<file path="src/rtl/mouse_pkt_pkg.sv">
package mouse_pkt_pkg;
  localparam int PKT_LEN = 5;
  localparam logic [7:0] HDR_BASE = 8'h87;

  typedef logic [7:0] byte_t;

  // active-low button map in bits 2:0
  function automatic byte_t hdr_byte(input logic left, input logic mid, input logic right);
    return HDR_BASE & ~{5'b00000, left, mid, right};
  endfunction
endpackage

</file>
<file path="src/rtl/mouse_pkt_former.sv">
module mouse_pkt_former
  import mouse_pkt_pkg::*;
#(
  parameter int DELTA_W = 10
) (
  input  logic                      clk_i,
  input  logic                      rst_ni,
  input  logic                      evt_valid_i,
  output logic                      evt_ready_o,
  input  logic signed [DELTA_W-1:0] dx_i,
  input  logic signed [DELTA_W-1:0] dy_i,
  input  logic                      btn_left_i,
  input  logic                      btn_mid_i,
  input  logic                      btn_right_i,
  output logic                      push_o,
  output byte_t                     push_data_o
);
  localparam int EW = DELTA_W + 1;
  localparam int IW = $clog2(PKT_LEN);
  localparam logic signed [EW-1:0] LIM = EW'(127);

  function automatic byte_t clamp8(input logic signed [EW-1:0] v);
    if (v > LIM) return 8'h7f;
    if (v < -LIM) return 8'h81;
    return v[7:0];
  endfunction

  logic signed [EW-1:0] dx_ext, dy_neg;
  logic [PKT_LEN-1:0][7:0] pkt_d, pkt_q;
  logic          busy_q;
  logic [IW-1:0] idx_q;
  logic          accept;

  assign dx_ext = EW'(dx_i);
  assign dy_neg = -EW'(dy_i);

  for (genvar b = 0; b < PKT_LEN; b++) begin : g_byte
    if (b == 0) begin : g_hdr
      assign pkt_d[b] = hdr_byte(btn_left_i, btn_mid_i, btn_right_i);
    end else if (b == 1) begin : g_x
      assign pkt_d[b] = clamp8(dx_ext);
    end else if (b == 2) begin : g_y
      assign pkt_d[b] = clamp8(dy_neg);
    end else begin : g_pad
      assign pkt_d[b] = '0;
    end
  end

  assign evt_ready_o = !busy_q;
  assign accept      = evt_valid_i && evt_ready_o;
  assign push_o      = busy_q;
  assign push_data_o = pkt_q[idx_q];

  always_ff @(posedge clk_i or negedge rst_ni) begin
    if (!rst_ni) begin
      pkt_q  <= '0;
      busy_q <= 1'b0;
      idx_q  <= '0;
    end else if (accept) begin
      pkt_q  <= pkt_d;
      busy_q <= 1'b1;
      idx_q  <= '0;
    end else if (busy_q) begin
      if (idx_q == IW'(PKT_LEN - 1)) begin
        busy_q <= 1'b0;
        idx_q  <= '0;
      end else begin
        idx_q <= idx_q + 1'b1;
      end
    end
  end
endmodule

</file>
<file path="src/rtl/mouse_byte_fifo.sv">
module mouse_byte_fifo
  import mouse_pkt_pkg::*;
#(
  parameter int DEPTH = 16
) (
  input  logic                       clk_i,
  input  logic                       rst_ni,
  input  logic                       clear_i,
  input  logic                       push_i,
  input  byte_t                      push_data_i,
  input  logic                       pop_i,
  output byte_t                      data_o,
  output logic                       avail_o,
  output logic [$clog2(DEPTH+1)-1:0] count_o
);
  localparam int PW = (DEPTH > 1) ? $clog2(DEPTH) : 1;
  localparam int CW = $clog2(DEPTH + 1);

  logic [PW-1:0] wr_q, rd_q;
  logic [CW-1:0] count_q;
  logic [DEPTH-1:0][7:0] ent_w;
  logic do_push, do_pop;

  function automatic logic [PW-1:0] ptr_inc(input logic [PW-1:0] p);
    return (p == PW'(DEPTH - 1)) ? '0 : p + 1'b1;
  endfunction

  // full test uses the count before this cycle's pop
  assign do_push = push_i && (count_q != CW'(DEPTH));
  assign do_pop  = pop_i && (count_q != '0);

  for (genvar g = 0; g < DEPTH; g++) begin : g_ent
    byte_t ent_q;
    always_ff @(posedge clk_i) begin
      if (do_push && !clear_i && wr_q == PW'(g)) ent_q <= push_data_i;
    end
    assign ent_w[g] = ent_q;
  end

  always_ff @(posedge clk_i or negedge rst_ni) begin
    if (!rst_ni) begin
      wr_q    <= '0;
      rd_q    <= '0;
      count_q <= '0;
    end else if (clear_i) begin
      wr_q    <= '0;
      rd_q    <= '0;
      count_q <= '0;
    end else begin
      if (do_push) wr_q <= ptr_inc(wr_q);
      if (do_pop)  rd_q <= ptr_inc(rd_q);
      count_q <= count_q + CW'(do_push) - CW'(do_pop);
    end
  end

  assign avail_o = (count_q != '0);
  assign data_o  = avail_o ? ent_w[rd_q] : 8'h00;
  assign count_o = count_q;
endmodule

</file>
<file path="src/rtl/mouse_pkt_enc.sv">
module mouse_pkt_enc
  import mouse_pkt_pkg::*;
#(
  parameter int DEPTH   = 16,
  parameter int DELTA_W = 10
) (
  input  logic                       clk_i,
  input  logic                       rst_ni,
  input  logic                       clear_i,
  input  logic                       evt_valid_i,
  output logic                       evt_ready_o,
  input  logic signed [DELTA_W-1:0]  dx_i,
  input  logic signed [DELTA_W-1:0]  dy_i,
  input  logic                       btn_left_i,
  input  logic                       btn_mid_i,
  input  logic                       btn_right_i,
  input  logic                       pop_i,
  output logic [7:0]                 data_o,
  output logic                       avail_o,
  output logic [$clog2(DEPTH+1)-1:0] count_o
);
  logic  push_w;
  byte_t push_byte_w;

  mouse_pkt_former #(.DELTA_W(DELTA_W)) i_former (
    .clk_i       (clk_i),
    .rst_ni      (rst_ni),
    .evt_valid_i (evt_valid_i),
    .evt_ready_o (evt_ready_o),
    .dx_i        (dx_i),
    .dy_i        (dy_i),
    .btn_left_i  (btn_left_i),
    .btn_mid_i   (btn_mid_i),
    .btn_right_i (btn_right_i),
    .push_o      (push_w),
    .push_data_o (push_byte_w)
  );

  mouse_byte_fifo #(.DEPTH(DEPTH)) i_fifo (
    .clk_i       (clk_i),
    .rst_ni      (rst_ni),
    .clear_i     (clear_i),
    .push_i      (push_w),
    .push_data_i (push_byte_w),
    .pop_i       (pop_i),
    .data_o      (data_o),
    .avail_o     (avail_o),
    .count_o     (count_o)
  );
endmodule

</file>
<file path="config.mk">
export PLATFORM = sky130hd
export DESIGN_NAME = mouse_pkt_enc
export DESIGN_NICKNAME = d
export VERILOG_FILES = /design/src/rtl/mouse_pkt_pkg.sv /design/src/rtl/mouse_pkt_former.sv /design/src/rtl/mouse_byte_fifo.sv /design/src/rtl/mouse_pkt_enc.sv
export SDC_FILE = /design/constraint.sdc
export NUM_CORES = 1
export LEC_CHECK = 0
export ABC_AREA = 1
export BUFFER_PORTS_ARGS = -buffer_cell sky130_fd_sc_hd__buf_2
export CAP_MARGIN = 30
export CORE_AREA = 2 2 118 120
export DETAILED_ROUTE_END_ITERATION = 10
export DIE_AREA = 0 0 120 122
export PLACE_DENSITY = 0.83
export SYNTH_ARGS = -nofsm -noshare
export SYNTH_HDL_FRONTEND = slang
export SYNTH_SLANG_ARGS = --single-unit
</file>
<file path="constraint.sdc">
create_clock -name clk_i -period 3.3 [get_ports clk_i]
set_input_delay 0 -clock clk_i [delete_from_list [all_inputs] [get_ports clk_i]]
set_output_delay 0 -clock clk_i [all_outputs]
set_load 0.01 [all_outputs]
</file>
==> results of run 1 <==
worst register-to-register path, stage by stage, from the launching register on:
cell	delay, ns
sky130_fd_sc_hd__dfrtp_1	0.42
sky130_fd_sc_hd__inv_1	0.10
sky130_fd_sc_hd__ha_1	0.17
sky130_fd_sc_hd__nand3_1	0.10
sky130_fd_sc_hd__nor2_2	0.12
sky130_fd_sc_hd__inv_1	0.07
sky130_fd_sc_hd__nand2_1	0.10
sky130_fd_sc_hd__inv_1	0.12
sky130_fd_sc_hd__ha_1	0.30
sky130_fd_sc_hd__inv_1	0.05
sky130_fd_sc_hd__ha_1	0.22
sky130_fd_sc_hd__fa_1	0.40
sky130_fd_sc_hd__nand2_1	0.08
sky130_fd_sc_hd__inv_1	0.05
sky130_fd_sc_hd__nor2_1	0.08
sky130_fd_sc_hd__nor2_1	0.04
sky130_fd_sc_hd__nor2_1	0.12
sky130_fd_sc_hd__xor2_1	0.16
sky130_fd_sc_hd__nor2_1	0.05
registers in the layout, summed over array words and instances (netlist names):
| register | flops |
|---|---|
| i_former.idx_q | 3 |
| i_fifo.g_ent.ent_q | 128 |
| i_former.pkt_q | 20 |
| i_former.push_o | 1 |
| i_fifo.rd_q | 4 |
| i_fifo.wr_q | 4 |
| i_fifo.count_o | 5 |
placed cells by master (no fill, tap or decap), types with 6 or more instances in the layout:
cell,n
sky130_fd_sc_hd__o22ai_1,9
sky130_fd_sc_hd__o21ai_0,74
sky130_fd_sc_hd__a31oi_1,8
sky130_fd_sc_hd__mux2i_1,8
sky130_fd_sc_hd__o211ai_1,19
sky130_fd_sc_hd__nand2_2,11
sky130_fd_sc_hd__nand3_1,23
sky130_fd_sc_hd__buf_4,15
sky130_fd_sc_hd__edfxtp_1,128
sky130_fd_sc_hd__dlygate4sd3_1,16
sky130_fd_sc_hd__ha_1,15
sky130_fd_sc_hd__o32ai_1,9
sky130_fd_sc_hd__inv_1,43
sky130_fd_sc_hd__a21oi_2,6
sky130_fd_sc_hd__clkbuf_16,17
sky130_fd_sc_hd__nand2_1,99
sky130_fd_sc_hd__dfrtp_1,36
sky130_fd_sc_hd__nor2_2,7
sky130_fd_sc_hd__a21oi_1,17
sky130_fd_sc_hd__nor2_1,125
sky130_fd_sc_hd__buf_2,42
timing repair:
item	CTS	global route
setup buffers	0	0
hold endpoints to repair	59	0
hold buffers	16	0
per-layer routing:
layer,share of wire [%],vias to the layer above
met4,4.5,0
met1,39,2617
met5,0,-
met2,49,318
li1,-,2581
met3,8.2,61
final timing paths:
kind	slack, ns	cells after the start	to	from
worst max-delay path	0.46	18	i_fifo.count_o[4]	i_fifo.count_o[3]
worst min-delay path	0.03	6	i_former.pkt_q[22]	dy_i[6]
worst max register to register	0.46	18	i_fifo.count_o[4]	i_fifo.count_o[3]
worst min register to register	0.47	2	i_former.pkt_q[7]	i_former.pkt_q[7]
max in group asynchronous	2.44	2	i_fifo.rd_q[0]	rst_ni
min in group asynchronous	0.24	2	i_former.pkt_q[7]	rst_ni
power groups by stage:
stage	Clock, W	Combinational, W	Sequential [W]
after CTS	0.00179	0.00254	0.00312
final	0.00178	0.00257	0.00313
after global routing	0.00187	0.00284	0.00316
after floorplan	0	0.00162	0.00303
after global placement	0	0.00238	0.00313
after detailed placement	0	0.00249	0.00316
cells in the mapped netlist (all sizes together):
library cell / instances
clkbuf: 15
edfxtp: 128
o21a: 1
a211oi: 1
a21o: 1
nor3: 5
clkinv: 3
a21oi: 24
a22oi: 1
xor2: 2
nor4: 1
xnor2: 2
a31oi: 8
o22ai: 9
inv: 47
o21ai: 78
o21bai: 1
ha: 15
nand4: 3
nand2: 112
nand3: 24
o211ai: 19
buf: 13
mux2i: 8
nor2: 133
o32ai: 9
fa: 1
dfrtp: 37
and3: 1
metrics by stage:
| stage | instance area (sq um) | std cells |
|---|---|---|
| floorplan | 7480 | 702 |
| global placement | 7930 | 912 |
| detailed placement | 7930 | 912 |
| CTS | 8620 | 960 |
| global route | 8620 | 960 |
| finish | 8620 | 960 |
kinds of logic after synthesis:
family | share of synthesized area [%]
AO/OA/AOI/OAI | 12.2
XOR/XNOR | 0.468
adder cells (fa/ha/maj) | 2.78
buffers and inverters | 4.13
flip-flops | 63.7
multiplexers | 1.07
AND/OR/NAND/NOR | 15.6
final cells by class:
class / instances / share of cell area (%)
well taps: 180 / 2.61
clock buffers: 19 / 5.02
multi-input cells: 459 / 27.9
inverters: 50 / 2.18
clock inverters: 13 / 1.16
repair buffers: 74 / 5.83
flip-flops and latches: 165 / 55.3
==> impl_results.html, run 1 <==
<table>
<tr><th>Metric</th><th>Value</th></tr>
<tr><th colspan="2">Routing</th></tr>
<tr><td>Post-route DRC violation count</td><td>0</td></tr>
<tr><td>Post-route antenna net violation count</td><td>0</td></tr>
<tr><td>Drt first-iter violations</td><td>622</td></tr>
<tr><td>Average wire per standard cell</td><td>18.0 um</td></tr>
<tr><td>Post-detailed-route via-to-cell ratio</td><td>5.81</td></tr>
<tr><td>Total vias in the final route</td><td>5577</td></tr>
<tr><td>Number of optimization iterations in the first detailed-route pass</td><td>6</td></tr>
<tr><td>Routed WL</td><td>17300 um</td></tr>
<tr><th colspan="2">Power and ir drop</th></tr>
<tr><td>Areal power density over the cells</td><td>867 nW/um^2</td></tr>
<tr><td>Switching Share</td><td>37.7%</td></tr>
<tr><td>Clock share of power</td><td>23.8%</td></tr>
<tr><td>Switching power total</td><td>0.00282 W</td></tr>
<tr><td>Tot Pwr</td><td>0.00748 W</td></tr>
<tr><td>Part of the power in registers</td><td>41.8%</td></tr>
<tr><td>Relative contribution of combinational cells to total power</td><td>34.3%</td></tr>
<tr><td>Internal Dissipation</td><td>0.00466 W</td></tr>
<tr><td>IR Drop Worst-Case VDD</td><td>0.453 mV</td></tr>
<tr><td>Static leakage</td><td>3.29 nW</td></tr>
<tr><th colspan="2">Floorplanning</th></tr>
<tr><td>Total I/O pin count</td><td>43</td></tr>
<tr><td>Initial standard-cell utilization of the core</td><td>55.4%</td></tr>
<tr><td>Core Area</td><td>13500 sq um</td></tr>
<tr><td>Floorplan die area</td><td>14600 sq um</td></tr>
<tr><td>Horizontal die dimension</td><td>120 um</td></tr>
<tr><td>Die outline height</td><td>122 um</td></tr>
<tr><td>Std-Cell Rows</td><td>43</td></tr>
<tr><th colspan="2">Final layout</th></tr>
<tr><td>Syn-to-layout area delta</td><td>15.2%</td></tr>
<tr><td>Final net count</td><td>811</td></tr>
<tr><td>Number of antenna diodes</td><td>0</td></tr>
<tr><td>Fraction of layout cells with a size suffix above 1</td><td>15.8%</td></tr>
<tr><td>Multi-input gate area in the final layout</td><td>2400 sq um</td></tr>
<tr><td>Fill count</td><td>966</td></tr>
<tr><td>Final core occ</td><td>63.9%</td></tr>
<tr><td>Register Area</td><td>4770 sq um</td></tr>
<tr><th colspan="2">Synthesis</th></tr>
<tr><td>Top-area cell type share of the netlist area</td><td>51.4%</td></tr>
<tr><td>Number of synthesized register bits</td><td>165</td></tr>
<tr><td>Post-Synthesis Cells</td><td>702</td></tr>
<tr><td>Leading cell types by total area after synthesis</td><td>sky130_fd_sc_hd__edfxtp_1 (51%), sky130_fd_sc_hd__dfrtp_1 (12%), sky130_fd_sc_hd__nor2_1 (6.3%)</td></tr>
<tr><td>Cell type with the highest aggregate area in the netlist</td><td>sky130_fd_sc_hd__edfxtp_1</td></tr>
<tr><td>Net count of the mapped netlist</td><td>746</td></tr>
<tr><td>Synth cell types</td><td>38</td></tr>
<tr><td>Post-Syn Area per Cell</td><td>10.7 sq um</td></tr>
<tr><td>Post-synth design cell area</td><td>7480 sq um</td></tr>
<tr><td>Syn. warnings</td><td>0</td></tr>
<tr><td>Proportion of synthesized chip area in sequential cells</td><td>63.7%</td></tr>
<tr><th colspan="2">Setup path</th></tr>
<tr><td>Slowest CP cell</td><td>sky130_fd_sc_hd__dfrtp_1</td></tr>
<tr><td>Critical Path End Type</td><td>flip-flop</td></tr>
<tr><td>Worst path max stage delay</td><td>0.42 ns</td></tr>
<tr><td>Top delay family on crit path</td><td>adder cells</td></tr>
<tr><td>Data required time at the worst endpoint</td><td>3.61 ns</td></tr>
<tr><td>Category of the worst setup path launch point</td><td>flip-flop</td></tr>
<tr><td>Biggest fanout along the worst timing path</td><td>5</td></tr>
<tr><td>Most prevalent standard cell on the critical path</td><td>sky130_fd_sc_hd__inv_1</td></tr>
<tr><td>Arrival time of the worst setup path</td><td>3.15 ns</td></tr>
<tr><td>Critical path class</td><td>reg -&gt; reg</td></tr>
<tr><td>CP Cell Sequence</td><td>inv_1 -&gt; ha_1 -&gt; nand3_1 -&gt; nor2_2 -&gt; inv_1 -&gt; nand2_1 -&gt; inv_1 -&gt; ha_1 -&gt; inv_1 -&gt; ha_1 -&gt; fa_1 -&gt; nand2_1 -&gt; inv_1 -&gt; nor2_1 -&gt; nor2_1 -&gt; nor2_1 -&gt; xor2_1 -&gt; nor2_1</td></tr>
<tr><td>Number of buffer and inverter stages on the critical path</td><td>5</td></tr>
<tr><th colspan="2">Clocking</th></tr>
<tr><td>Total CTS buffers</td><td>17</td></tr>
<tr><td>Number of sinks handled by clock tree synthesis</td><td>165</td></tr>
<tr><td>H-tree levels</td><td>4</td></tr>
<tr><td>Clock tree from TritonCTS</td><td>yes</td></tr>
<tr><td>Maximum buffer depth of the clock tree</td><td>2</td></tr>
<tr><td>Cells resized by post-CTS repair</td><td>0</td></tr>
<tr><td>Clock latency on the worst-skew pair</td><td>0.42 ns</td></tr>
<tr><td>Cell chosen for the clock root</td><td>sky130_fd_sc_hd__clkbuf_16</td></tr>
<tr><td>Clock transition time at the flip-flop clock pins of the worst setup and hold paths</td><td>0.07 ns</td></tr>
<tr><th colspan="2">Global route</th></tr>
<tr><td>M2 GR Usage</td><td>40.5%</td></tr>
<tr><td>Pin count of the biggest net entering global routing</td><td>59</td></tr>
<tr><td>GR Overflow Total</td><td>0</td></tr>
<tr><td>Routing layer with the top usage in global route</td><td>met2</td></tr>
<tr><td>Met1 Track Usage GR</td><td>30.8%</td></tr>
<tr><td>Global-route usage over all layers</td><td>24.8%</td></tr>
<tr><td>Global-route wire length before repair</td><td>27700 um</td></tr>
<tr><td>Via count of the first global-routing pass</td><td>5510</td></tr>
<tr><td>Number of antenna violations at the first check in global routing</td><td>0</td></tr>
<tr><td>Met3 routing resource usage after global routing</td><td>6.46%</td></tr>
<tr><th colspan="2">Timing</th></tr>
<tr><td>Post-route worst setup slack</td><td>0.458 ns</td></tr>
<tr><td>Aggregate negative setup slack</td><td>0 ns</td></tr>
<tr><td>Smallest hold slack</td><td>0.0332 ns</td></tr>
<tr><td>Tmin final</td><td>2.84 ns</td></tr>
<tr><td>Fraction of the cycle the final worst path needs</td><td>86.1%</td></tr>
<tr><td>Worst Skew</td><td>0.00957 ns</td></tr>
<tr><td>Tightest Pin Transition</td><td>1.01 ns</td></tr>
<tr><td>Top achievable clock speed</td><td>0.352 GHz</td></tr>
<tr><td>Max-slew violation count</td><td>0</td></tr>
<tr><td>Final hold vios</td><td>0</td></tr>
<tr><td>RSZ-0062 raised after global routing</td><td>false</td></tr>
<tr><td>Slew HR</td><td>32.4%</td></tr>
<tr><td>Number of endpoints failing setup at the final stage</td><td>0</td></tr>
<tr><th colspan="2">Place</th></tr>
<tr><td>Port buffer count</td><td>42</td></tr>
<tr><td>Detailed placer's ending HPWL</td><td>11000 um</td></tr>
<tr><td>Final Wtd Congestion</td><td>0.821</td></tr>
<tr><td>Setup slack at placement</td><td>0.485 ns</td></tr>
<tr><th colspan="2">Outcome</th></tr>
<tr><td>Result of the run</td><td>finished clean</td></tr>
<tr><th colspan="2">Min path</th></tr>
<tr><td>Hold Path Class</td><td>in -&gt; reg</td></tr>
<tr><th colspan="2">Run</th></tr>
<tr><td>Max-cap violations</td><td>0</td></tr>
</table>
(Power assumes the default switching activity.)
==> inputs of run 2 (changes only) <==
- CELL_PAD_IN_SITES_DETAIL_PLACEMENT: not set -> 0
- CELL_PAD_IN_SITES_GLOBAL_PLACEMENT: not set -> 2
- CORE_AREA: 2 2 118 120 -> 2 2 140 142
- DIE_AREA: 0 0 120 122 -> 0 0 142 144
- PLACE_DENSITY: 0.83 -> 0.87
==> impl_results.html, run 2 (synthesis gave the netlist of run 1 again) <==
<table>
<tr><th>Metric</th><th>Value</th></tr>
<tr><th colspan="2">Timing</th></tr>
<tr><td>Tightest Pin Transition</td><td>0.851 ns (was 1.01 ns)</td></tr>
<tr><td>Max-slew violation count</td><td>0 (unchanged)</td></tr>
<tr><td>Final hold vios</td><td>0 (unchanged)</td></tr>
<tr><td>Number of endpoints failing setup at the final stage</td><td>0 (unchanged)</td></tr>
<tr><td>Worst Skew</td><td>0.0141 ns (was 0.00957 ns)</td></tr>
<tr><td>Aggregate negative setup slack</td><td>0 ns (unchanged)</td></tr>
<tr><td>Tmin final</td><td>2.76 ns (was 2.84 ns)</td></tr>
<tr><td>RSZ-0062 raised after global routing</td><td>false (unchanged)</td></tr>
<tr><td>Top achievable clock speed</td><td>0.363 GHz (was 0.352 GHz)</td></tr>
<tr><td>Slew HR</td><td>43.2% (was 32.4%)</td></tr>
<tr><td>Smallest hold slack</td><td>0.0171 ns (was 0.0332 ns)</td></tr>
<tr><td>Fraction of the cycle the final worst path needs</td><td>83.5% (was 86.1%)</td></tr>
<tr><th colspan="2">Routing</th></tr>
<tr><td>Drt first-iter violations</td><td>449 (was 622)</td></tr>
<tr><td>Average wire per standard cell</td><td>16.8 um (was 18.0 um)</td></tr>
<tr><td>Post-detailed-route via-to-cell ratio</td><td>5.21 (was 5.81)</td></tr>
<tr><td>Total vias in the final route</td><td>5314 (was 5577)</td></tr>
<tr><td>Post-route DRC violation count</td><td>0 (unchanged)</td></tr>
<tr><td>Number of optimization iterations in the first detailed-route pass</td><td>5 (was 6)</td></tr>
<tr><td>Routed WL</td><td>17200 um (was 17300 um)</td></tr>
<tr><td>Post-route antenna net violation count</td><td>0 (unchanged)</td></tr>
<tr><th colspan="2">Global route</th></tr>
<tr><td>Global-route usage over all layers</td><td>17.8% (was 24.8%)</td></tr>
<tr><td>Met1 Track Usage GR</td><td>23.1% (was 30.8%)</td></tr>
<tr><td>Number of antenna violations at the first check in global routing</td><td>0 (unchanged)</td></tr>
<tr><td>M2 GR Usage</td><td>29.7% (was 40.5%)</td></tr>
<tr><td>Pin count of the biggest net entering global routing</td><td>65 (was 59)</td></tr>
<tr><td>Global-route wire length before repair</td><td>27700 um (about the same)</td></tr>
<tr><td>GR Overflow Total</td><td>0 (unchanged)</td></tr>
<tr><td>Routing layer with the top usage in global route</td><td>met2 (unchanged)</td></tr>
<tr><td>Met3 routing resource usage after global routing</td><td>3.25% (was 6.46%)</td></tr>
<tr><td>Via count of the first global-routing pass</td><td>5341 (was 5510)</td></tr>
<tr><th colspan="2">Power and ir drop</th></tr>
<tr><td>Relative contribution of combinational cells to total power</td><td>33.7% (was 34.3%)</td></tr>
<tr><td>Static leakage</td><td>3.32 nW (was 3.29 nW)</td></tr>
<tr><td>IR Drop Worst-Case VDD</td><td>0.490 mV (was 0.453 mV)</td></tr>
<tr><td>Internal Dissipation</td><td>0.00473 W (was 0.00466 W)</td></tr>
<tr><td>Switching Share</td><td>36.8% (was 37.7%)</td></tr>
<tr><td>Clock share of power</td><td>24.9% (was 23.8%)</td></tr>
<tr><td>Areal power density over the cells</td><td>857 nW/um^2 (was 867 nW/um^2)</td></tr>
<tr><td>Switching power total</td><td>0.00275 W (was 0.00282 W)</td></tr>
<tr><td>Part of the power in registers</td><td>41.3% (was 41.8%)</td></tr>
<tr><th colspan="2">Clocking</th></tr>
<tr><td>Cell chosen for the clock root</td><td>sky130_fd_sc_hd__clkbuf_16 (unchanged)</td></tr>
<tr><td>Maximum buffer depth of the clock tree</td><td>2 (unchanged)</td></tr>
<tr><td>H-tree levels</td><td>4 (unchanged)</td></tr>
<tr><td>Total CTS buffers</td><td>17 (unchanged)</td></tr>
<tr><td>Clock transition time at the flip-flop clock pins of the worst setup and hold paths</td><td>0.07 ns (about the same)</td></tr>
<tr><td>Clock tree from TritonCTS</td><td>yes (unchanged)</td></tr>
<tr><td>Clock latency on the worst-skew pair</td><td>0.43 ns (was 0.42 ns)</td></tr>
<tr><td>Number of sinks handled by clock tree synthesis</td><td>165 (unchanged)</td></tr>
<tr><td>Cells resized by post-CTS repair</td><td>0 (unchanged)</td></tr>
<tr><th colspan="2">Final layout</th></tr>
<tr><td>Most common cell after layout, fill and taps aside</td><td>sky130_fd_sc_hd__edfxtp_1 (unchanged)</td></tr>
<tr><td>Final std cells w/o fill</td><td>1020 (was 960)</td></tr>
<tr><td>Leading cell types in the layout, fill and taps excluded</td><td>sky130_fd_sc_hd__edfxtp_1 (128), sky130_fd_sc_hd__nor2_1 (125), sky130_fd_sc_hd__nand2_1 (99), sky130_fd_sc_hd__o21ai_0 (74), sky130_fd_sc_hd__inv_1 (43) (unchanged)</td></tr>
<tr><td>Fraction of layout cells with a size suffix above 1</td><td>16.0% (was 15.8%)</td></tr>
<tr><td>Finished Cell Area</td><td>8720 sq um (was 8620 sq um)</td></tr>
<tr><td>Final net count</td><td>813 (was 811)</td></tr>
<tr><td>Largest register FFs</td><td>128 (unchanged)</td></tr>
<tr><td>Fill count</td><td>1754 (was 966)</td></tr>
<tr><td>Number of antenna diodes</td><td>0 (unchanged)</td></tr>
<tr><td>Syn-to-layout area delta</td><td>16.6% (was 15.2%)</td></tr>
<tr><td>Largest register by flop count</td><td>i_fifo.g_ent.ent_q (unchanged)</td></tr>
<tr><th colspan="2">Setup path</th></tr>
<tr><td>Slowest CP cell</td><td>sky130_fd_sc_hd__dfrtp_1 (unchanged)</td></tr>
<tr><td>Category of the worst setup path launch point</td><td>flip-flop (unchanged)</td></tr>
<tr><td>Most prevalent standard cell on the critical path</td><td>sky130_fd_sc_hd__inv_1 (unchanged)</td></tr>
<tr><td>Data required time at the worst endpoint</td><td>3.62 ns (was 3.61 ns)</td></tr>
<tr><td>Path depth of the worst reg2reg path</td><td>18 (unchanged)</td></tr>
<tr><td>Critical path class</td><td>reg -&gt; reg (unchanged)</td></tr>
<tr><td>Worst path max stage delay</td><td>0.41 ns (was 0.42 ns)</td></tr>
<tr><td>Critical Path End Type</td><td>flip-flop (unchanged)</td></tr>
<tr><td>Arrival time of the worst setup path</td><td>3.07 ns (was 3.15 ns)</td></tr>
<tr><td>CP Cell Sequence</td><td>inv_1 -&gt; ha_1 -&gt; nand3_1 -&gt; nor2_2 -&gt; inv_1 -&gt; nand2_1 -&gt; inv_1 -&gt; ha_1 -&gt; inv_1 -&gt; ha_1 -&gt; fa_1 -&gt; nand2_1 -&gt; inv_1 -&gt; nor2_1 -&gt; nor2_1 -&gt; nor2_1 -&gt; xor2_1 -&gt; nor2_1 (unchanged)</td></tr>
<tr><td>Biggest fanout along the worst timing path</td><td>5 (unchanged)</td></tr>
<tr><th colspan="2">Floorplanning</th></tr>
<tr><td>Horizontal die dimension</td><td>142 um (was 120 um)</td></tr>
<tr><td>Die outline height</td><td>144 um (was 122 um)</td></tr>
<tr><td>Total I/O pin count</td><td>43 (unchanged)</td></tr>
<tr><td>Floorplan die area</td><td>20400 sq um (was 14600 sq um)</td></tr>
<tr><td>Core Area</td><td>19100 sq um (was 13500 sq um)</td></tr>
<tr><td>Initial standard-cell utilization of the core</td><td>39.2% (was 55.4%)</td></tr>
<tr><td>Std-Cell Rows</td><td>51 (was 43)</td></tr>
<tr><th colspan="2">Place</th></tr>
<tr><td>Total cell area at the placement stage</td><td>8010 sq um (was 7930 sq um)</td></tr>
<tr><td>Placed insts</td><td>972 (was 912)</td></tr>
<tr><td>Detailed placer's ending HPWL</td><td>11400 um (was 11000 um)</td></tr>
<tr><td>Final Wtd Congestion</td><td>0.832 (was 0.821)</td></tr>
<tr><td>Port buffer count</td><td>42 (unchanged)</td></tr>
<tr><th colspan="2">Min path</th></tr>
<tr><td>Hold Path Class</td><td>in -&gt; reg (unchanged)</td></tr>
<tr><td>Hold path cells</td><td>4 (was 6)</td></tr>
<tr><th colspan="2">Run</th></tr>
<tr><td>Max-cap violations</td><td>0 (unchanged)</td></tr>
<tr><th colspan="2">Outcome</th></tr>
<tr><td>Result of the run</td><td>finished clean (unchanged)</td></tr>
</table>
## run 2: timing repair
action	CTS	global route
endpoints found under the hold margin	59	0
hold buffers	16	0
endpoints found under the setup margin	0	0
setup buffers	0	0
## run 2: routing by layer
metal  wire (um)  share of wire [%]  vias up
met1        7780                 45     2576
met3         668                3.9       26
met5           0                  0        -
met2        8320                 48      127
li1            -                  -     2585
met4         414                2.4        0
## run 2: through the flow
stage	total power (W)	worst slack [ns]	util, %
2_1_floorplan	0.00466	0.514	-
5_1_grt	0.00795	0.258	45.7
4_1_cts	0.00754	0.535	45.7
3_5_place_dp	0.00566	0.546	42.0
6_report	0.00748	0.545	45.7
3_3_place_gp	0.00560	0.662	42.0
## run 2: layout make-up
type	instances	area (sq um)	share of cell area, %
sequential	165	4770	54.7
tap	238	298	3.41
inverter	50	188	2.15
timing repair buffer	76	505	5.80
multi-input combinational	459	2400	27.6
clock inverter	14	126	1.45
clock buffer	18	429	4.92
## run 2: path summary, 6_finish.rpt
kind                                     from                 end  slack (ns)
min                                   dy_i[2]  i_former.pkt_q[18]        0.02
max in group asynchronous              rst_ni      i_fifo.rd_q[0]        2.48
min reg2reg                i_former.pkt_q[15]  i_former.pkt_q[15]        0.48
max                         i_fifo.count_o[2]   i_fifo.count_o[4]        0.54
min in group asynchronous              rst_ni   i_former.pkt_q[1]        0.23
max reg2reg                 i_fifo.count_o[2]   i_fifo.count_o[4]        0.54
## run 2: power by group through the flow
stage	combinational, W	clock (W)	sequential, W
2_1_floorplan	0.00162	0	0.00303
3_3_place_gp	0.00249	0	0.00312
3_5_place_dp	0.00253	0	0.00313
4_1_cts	0.00256	0.00189	0.00309
5_1_grt	0.00284	0.00199	0.00313
6_report	0.00252	0.00187	0.00309
## run 2: worst max-delay path: cells and delay by family, from the launching register on
kind | cells | cell delay [ns]
adder cells (fa/ha/maj) | 4 | 1.05
AND/OR/NAND/NOR | 8 | 0.69
flip-flops | 1 | 0.41
buffers and inverters | 5 | 0.34
XOR/XNOR | 1 | 0.15
==> inputs of run 3 (changes only) <==
- clock period: 3.3 -> 2.63 ns (I/O delays scaled with it)
==> impl_results.html, run 3 (synthesis gave the netlist of run 1 again) <==
<table>
<tr><th>Metric</th><th>Value</th></tr>
<tr><th colspan="2">Outcome</th></tr>
<tr><td>Result of the run</td><td>finished clean (unchanged)</td></tr>
<tr><th colspan="2">Routing</th></tr>
<tr><td>Post-route DRC violation count</td><td>0 (unchanged)</td></tr>
<tr><td>Drt first-iter violations</td><td>385 (was 449)</td></tr>
<tr><td>Post-route antenna net violation count</td><td>0 (unchanged)</td></tr>
<tr><td>Routed WL</td><td>17200 um (about the same)</td></tr>
<tr><td>Post-detailed-route via-to-cell ratio</td><td>5.17 (was 5.21)</td></tr>
<tr><td>Average wire per standard cell</td><td>16.5 um (was 16.8 um)</td></tr>
<tr><td>Number of optimization iterations in the first detailed-route pass</td><td>5 (unchanged)</td></tr>
<tr><td>Total vias in the final route</td><td>5373 (was 5314)</td></tr>
<tr><th colspan="2">Final layout</th></tr>
<tr><td>Largest register by flop count</td><td>i_fifo.g_ent.ent_q (unchanged)</td></tr>
<tr><td>Leading cell types in the layout, fill and taps excluded</td><td>sky130_fd_sc_hd__edfxtp_1 (128), sky130_fd_sc_hd__nor2_1 (125), sky130_fd_sc_hd__nand2_1 (98), sky130_fd_sc_hd__o21ai_0 (74), sky130_fd_sc_hd__buf_2 (42) (was sky130_fd_sc_hd__edfxtp_1 (128), sky130_fd_sc_hd__nor2_1 (125), sky130_fd_sc_hd__nand2_1 (99), sky130_fd_sc_hd__o21ai_0 (74), sky130_fd_sc_hd__inv_1 (43))</td></tr>
<tr><td>Number of antenna diodes</td><td>0 (unchanged)</td></tr>
<tr><td>Final std cells w/o fill</td><td>1039 (was 1020)</td></tr>
<tr><td>Largest register FFs</td><td>128 (unchanged)</td></tr>
<tr><td>Fraction of layout cells with a size suffix above 1</td><td>19.1% (was 16.0%)</td></tr>
<tr><td>Final net count</td><td>832 (was 813)</td></tr>
<tr><td>Syn-to-layout area delta</td><td>19.2% (was 16.6%)</td></tr>
<tr><td>Finished Cell Area</td><td>8920 sq um (was 8720 sq um)</td></tr>
<tr><td>Most common cell after layout, fill and taps aside</td><td>sky130_fd_sc_hd__edfxtp_1 (unchanged)</td></tr>
<tr><th colspan="2">Setup path</th></tr>
<tr><td>Path depth of the worst reg2reg path</td><td>18 (unchanged)</td></tr>
<tr><td>Data required time at the worst endpoint</td><td>2.95 ns (was 3.62 ns)</td></tr>
<tr><td>Reg-to-reg critical path startpoint</td><td>i_fifo.count_o[2] (unchanged)</td></tr>
<tr><td>Biggest fanout along the worst timing path</td><td>5 (unchanged)</td></tr>
<tr><td>Critical Path End Type</td><td>flip-flop (unchanged)</td></tr>
<tr><td>Top delay family on crit path</td><td>adder cells (unchanged)</td></tr>
<tr><td>Worst path max stage delay</td><td>0.41 ns (about the same)</td></tr>
<tr><td>Critical path class</td><td>reg -&gt; reg (unchanged)</td></tr>
<tr><td>Arrival time of the worst setup path</td><td>2.85 ns (was 3.07 ns)</td></tr>
<tr><td>CP Cell Sequence</td><td>inv_2 -&gt; ha_4 -&gt; nand3_4 -&gt; nor2_4 -&gt; inv_2 -&gt; nand2_4 -&gt; inv_4 -&gt; ha_1 -&gt; inv_1 -&gt; ha_2 -&gt; fa_2 -&gt; nand2_1 -&gt; inv_1 -&gt; nor2_1 -&gt; nor2_1 -&gt; nor2_1 -&gt; xor2_1 -&gt; nor2_1 (was inv_1 -&gt; ha_1 -&gt; nand3_1 -&gt; nor2_2 -&gt; inv_1 -&gt; nand2_1 -&gt; inv_1 -&gt; ha_1 -&gt; inv_1 -&gt; ha_1 -&gt; fa_1 -&gt; nand2_1 -&gt; inv_1 -&gt; nor2_1 -&gt; nor2_1 -&gt; nor2_1 -&gt; xor2_1 -&gt; nor2_1)</td></tr>
<tr><td>Number of buffer and inverter stages on the critical path</td><td>5 (unchanged)</td></tr>
<tr><td>Category of the worst setup path launch point</td><td>flip-flop (unchanged)</td></tr>
<tr><td>Slowest CP cell</td><td>sky130_fd_sc_hd__dfrtp_1 (unchanged)</td></tr>
<tr><td>R2r setup slk</td><td>0.1 ns (was 0.54 ns)</td></tr>
<tr><td>Endpoint of the worst-slack reg-to-reg timing path</td><td>i_fifo.count_o[4] (unchanged)</td></tr>
<tr><td>Most prevalent standard cell on the critical path</td><td>sky130_fd_sc_hd__nor2_1 (was sky130_fd_sc_hd__inv_1)</td></tr>
<tr><th colspan="2">Floorplanning</th></tr>
<tr><td>Total I/O pin count</td><td>43 (unchanged)</td></tr>
<tr><td>Horizontal die dimension</td><td>142 um (unchanged)</td></tr>
<tr><td>Die outline height</td><td>144 um (unchanged)</td></tr>
<tr><td>Initial standard-cell utilization of the core</td><td>39.2% (unchanged)</td></tr>
<tr><td>Floorplan die area</td><td>20400 sq um (unchanged)</td></tr>
<tr><td>Std-Cell Rows</td><td>51 (unchanged)</td></tr>
<tr><td>Core Area</td><td>19100 sq um (unchanged)</td></tr>
<tr><th colspan="2">Clocking</th></tr>
<tr><td>Maximum buffer depth of the clock tree</td><td>2 (unchanged)</td></tr>
<tr><td>Clock tree from TritonCTS</td><td>yes (unchanged)</td></tr>
<tr><td>Clock latency on the worst-skew pair</td><td>0.43 ns (about the same)</td></tr>
<tr><td>H-tree levels</td><td>4 (unchanged)</td></tr>
<tr><td>Total CTS buffers</td><td>17 (unchanged)</td></tr>
<tr><td>Clock transition time at the flip-flop clock pins of the worst setup and hold paths</td><td>0.07 ns (about the same)</td></tr>
<tr><td>Number of sinks handled by clock tree synthesis</td><td>165 (unchanged)</td></tr>
<tr><td>Cell chosen for the clock root</td><td>sky130_fd_sc_hd__clkbuf_16 (unchanged)</td></tr>
<tr><th colspan="2">Min path</th></tr>
<tr><td>Hold path cells</td><td>6 (was 4)</td></tr>
<tr><td>Worst Min Path Start</td><td>dy_i[6] (was dy_i[2])</td></tr>
<tr><td>Hold Path Class</td><td>in -&gt; reg (unchanged)</td></tr>
<tr><td>Endpoint, Worst Hold</td><td>i_former.pkt_q[22] (was i_former.pkt_q[18])</td></tr>
<tr><th colspan="2">Place</th></tr>
<tr><td>Total cell area at the placement stage</td><td>8150 sq um (was 8010 sq um)</td></tr>
<tr><td>Setup slack at placement</td><td>0.0234 ns (was 0.546 ns)</td></tr>
<tr><td>Port buffer count</td><td>42 (unchanged)</td></tr>
<tr><td>Detailed placer's ending HPWL</td><td>11600 um (was 11400 um)</td></tr>
<tr><td>Placed insts</td><td>987 (was 972)</td></tr>
<tr><td>Final Wtd Congestion</td><td>0.781 (was 0.832)</td></tr>
<tr><th colspan="2">Timing</th></tr>
<tr><td>Tmin final</td><td>2.53 ns (was 2.76 ns)</td></tr>
<tr><td>Number of endpoints failing setup at the final stage</td><td>0 (unchanged)</td></tr>
<tr><td>Top achievable clock speed</td><td>0.395 GHz (was 0.363 GHz)</td></tr>
<tr><td>RSZ-0062 raised after global routing</td><td>true (was false)</td></tr>
<tr><td>Final hold vios</td><td>0 (unchanged)</td></tr>
<tr><td>Fraction of the cycle the final worst path needs</td><td>96.3% (was 83.5%)</td></tr>
<tr><td>Aggregate negative setup slack</td><td>0 ns (unchanged)</td></tr>
<tr><td>Worst Skew</td><td>0.00813 ns (was 0.0141 ns)</td></tr>
<tr><td>Max-slew violation count</td><td>0 (unchanged)</td></tr>
<tr><td>Tightest Pin Transition</td><td>0.861 ns (was 0.851 ns)</td></tr>
<tr><td>Post-route worst setup slack</td><td>0.0984 ns (was 0.545 ns)</td></tr>
<tr><td>Slew HR</td><td>42.6% (was 43.2%)</td></tr>
<tr><th colspan="2">Power and ir drop</th></tr>
<tr><td>Tot Pwr</td><td>0.00953 W (was 0.00748 W)</td></tr>
<tr><td>Areal power density over the cells</td><td>1070 nW/um^2 (was 857 nW/um^2)</td></tr>
<tr><td>Static leakage</td><td>3.42 nW (was 3.32 nW)</td></tr>
<tr><td>IR Drop Worst-Case VDD</td><td>0.478 mV (was 0.490 mV)</td></tr>
<tr><th colspan="2">Run</th></tr>
<tr><td>Max-cap violations</td><td>0 (unchanged)</td></tr>
<tr><th colspan="2">Global route</th></tr>
<tr><td>GR Overflow Total</td><td>0 (unchanged)</td></tr>
<tr><td>Via count of the first global-routing pass</td><td>5191 (was 5341)</td></tr>
<tr><td>Global-route usage over all layers</td><td>17.4% (was 17.8%)</td></tr>
<tr><td>Number of antenna violations at the first check in global routing</td><td>0 (unchanged)</td></tr>
<tr><td>Pin count of the biggest net entering global routing</td><td>39 (was 65)</td></tr>
<tr><td>Global-route wire length before repair</td><td>26900 um (was 27700 um)</td></tr>
</table>
## run 3: changes by cell type in the layout (fill, tap and decap cells not counted), sizes merged
cell,change
clkinvlp,-1
clkinv,+2
bufinv,-1
buf,+19
## run 3: where the power goes
| part | internal [W] | switching [W] |
|---|---|---|
| Clock | 0.00124 | 0.00108 |
| Combinational | 0.00116 | 0.00215 |
| Sequential | 0.00360 | 0.000301 |
## run 3: what timing repair did
item	CTS	global route
hold buffers	16	0
endpoints found under the hold margin	59	0
buffers inserted	0	4
endpoints found under the setup margin	0	5
gates resized for setup	0	8
## run 3: through the flow
step | hold WS (ns) | utilization, %
final | 0.0162 | 46.8
after global routing | 0.0507 | 46.8
after CTS | 0.00880 | 46.5
after detailed placement | 0.161 | 42.7
after global placement | 0.143 | 42.7
after floorplan | -0.296 | -
## run 3: worst max-delay path by stage
stage | startpoint | to | slack, ns | cells after the start
detailed placement | i_fifo.count_o[2] | i_fifo.count_o[4] | 0.02 | 18
floorplan | i_fifo.count_o[3] | i_fifo.count_o[4] | 0.006 | 18
CTS | i_fifo.count_o[2] | i_fifo.count_o[4] | 0.01 | 18
global route | i_fifo.count_o[2] | i_fifo.count_o[4] | -0.06 | 18
global placement | i_fifo.count_o[2] | i_fifo.count_o[4] | 0.07 | 18
finish | i_fifo.count_o[2] | i_fifo.count_o[4] | 0.1 | 18
## run 3: routing by layer
| metal | share of wire, % | vias to the layer above | global-route usage (%) | wire (um) |
|---|---|---|---|---|
| met2 | 49 | 101 | 29.5 | 8460 |
| met5 | 0 | - | 0 | 0 |
| met4 | 1.5 | 0 | 6.37 | 260 |
| met3 | 3.3 | 18 | 2.78 | 566 |
| li1 | - | 2619 | - | - |
| met1 | 46 | 2635 | 22.6 | 7910 |
## run 3: cell type report
class	instances	area [sq um]
Clock buffer	18	429
Timing Repair Buffer	95	661
Clock inverter	14	124
Tap cell	238	298
Inverter	50	190
Fill cell	1761	10200
Multi-Input combinational cell	459	2450
Sequential cell	165	4770
## run 3: worst register-to-register path: cells and delay by family (launching register included)
family	cells	cell delay [ns]
and+or+nand+nor	8	0.58
buffers and inverters	5	0.27
DFF	1	0.41
adders and majority gates	4	0.97
xor gates and xnor gates	1	0.16
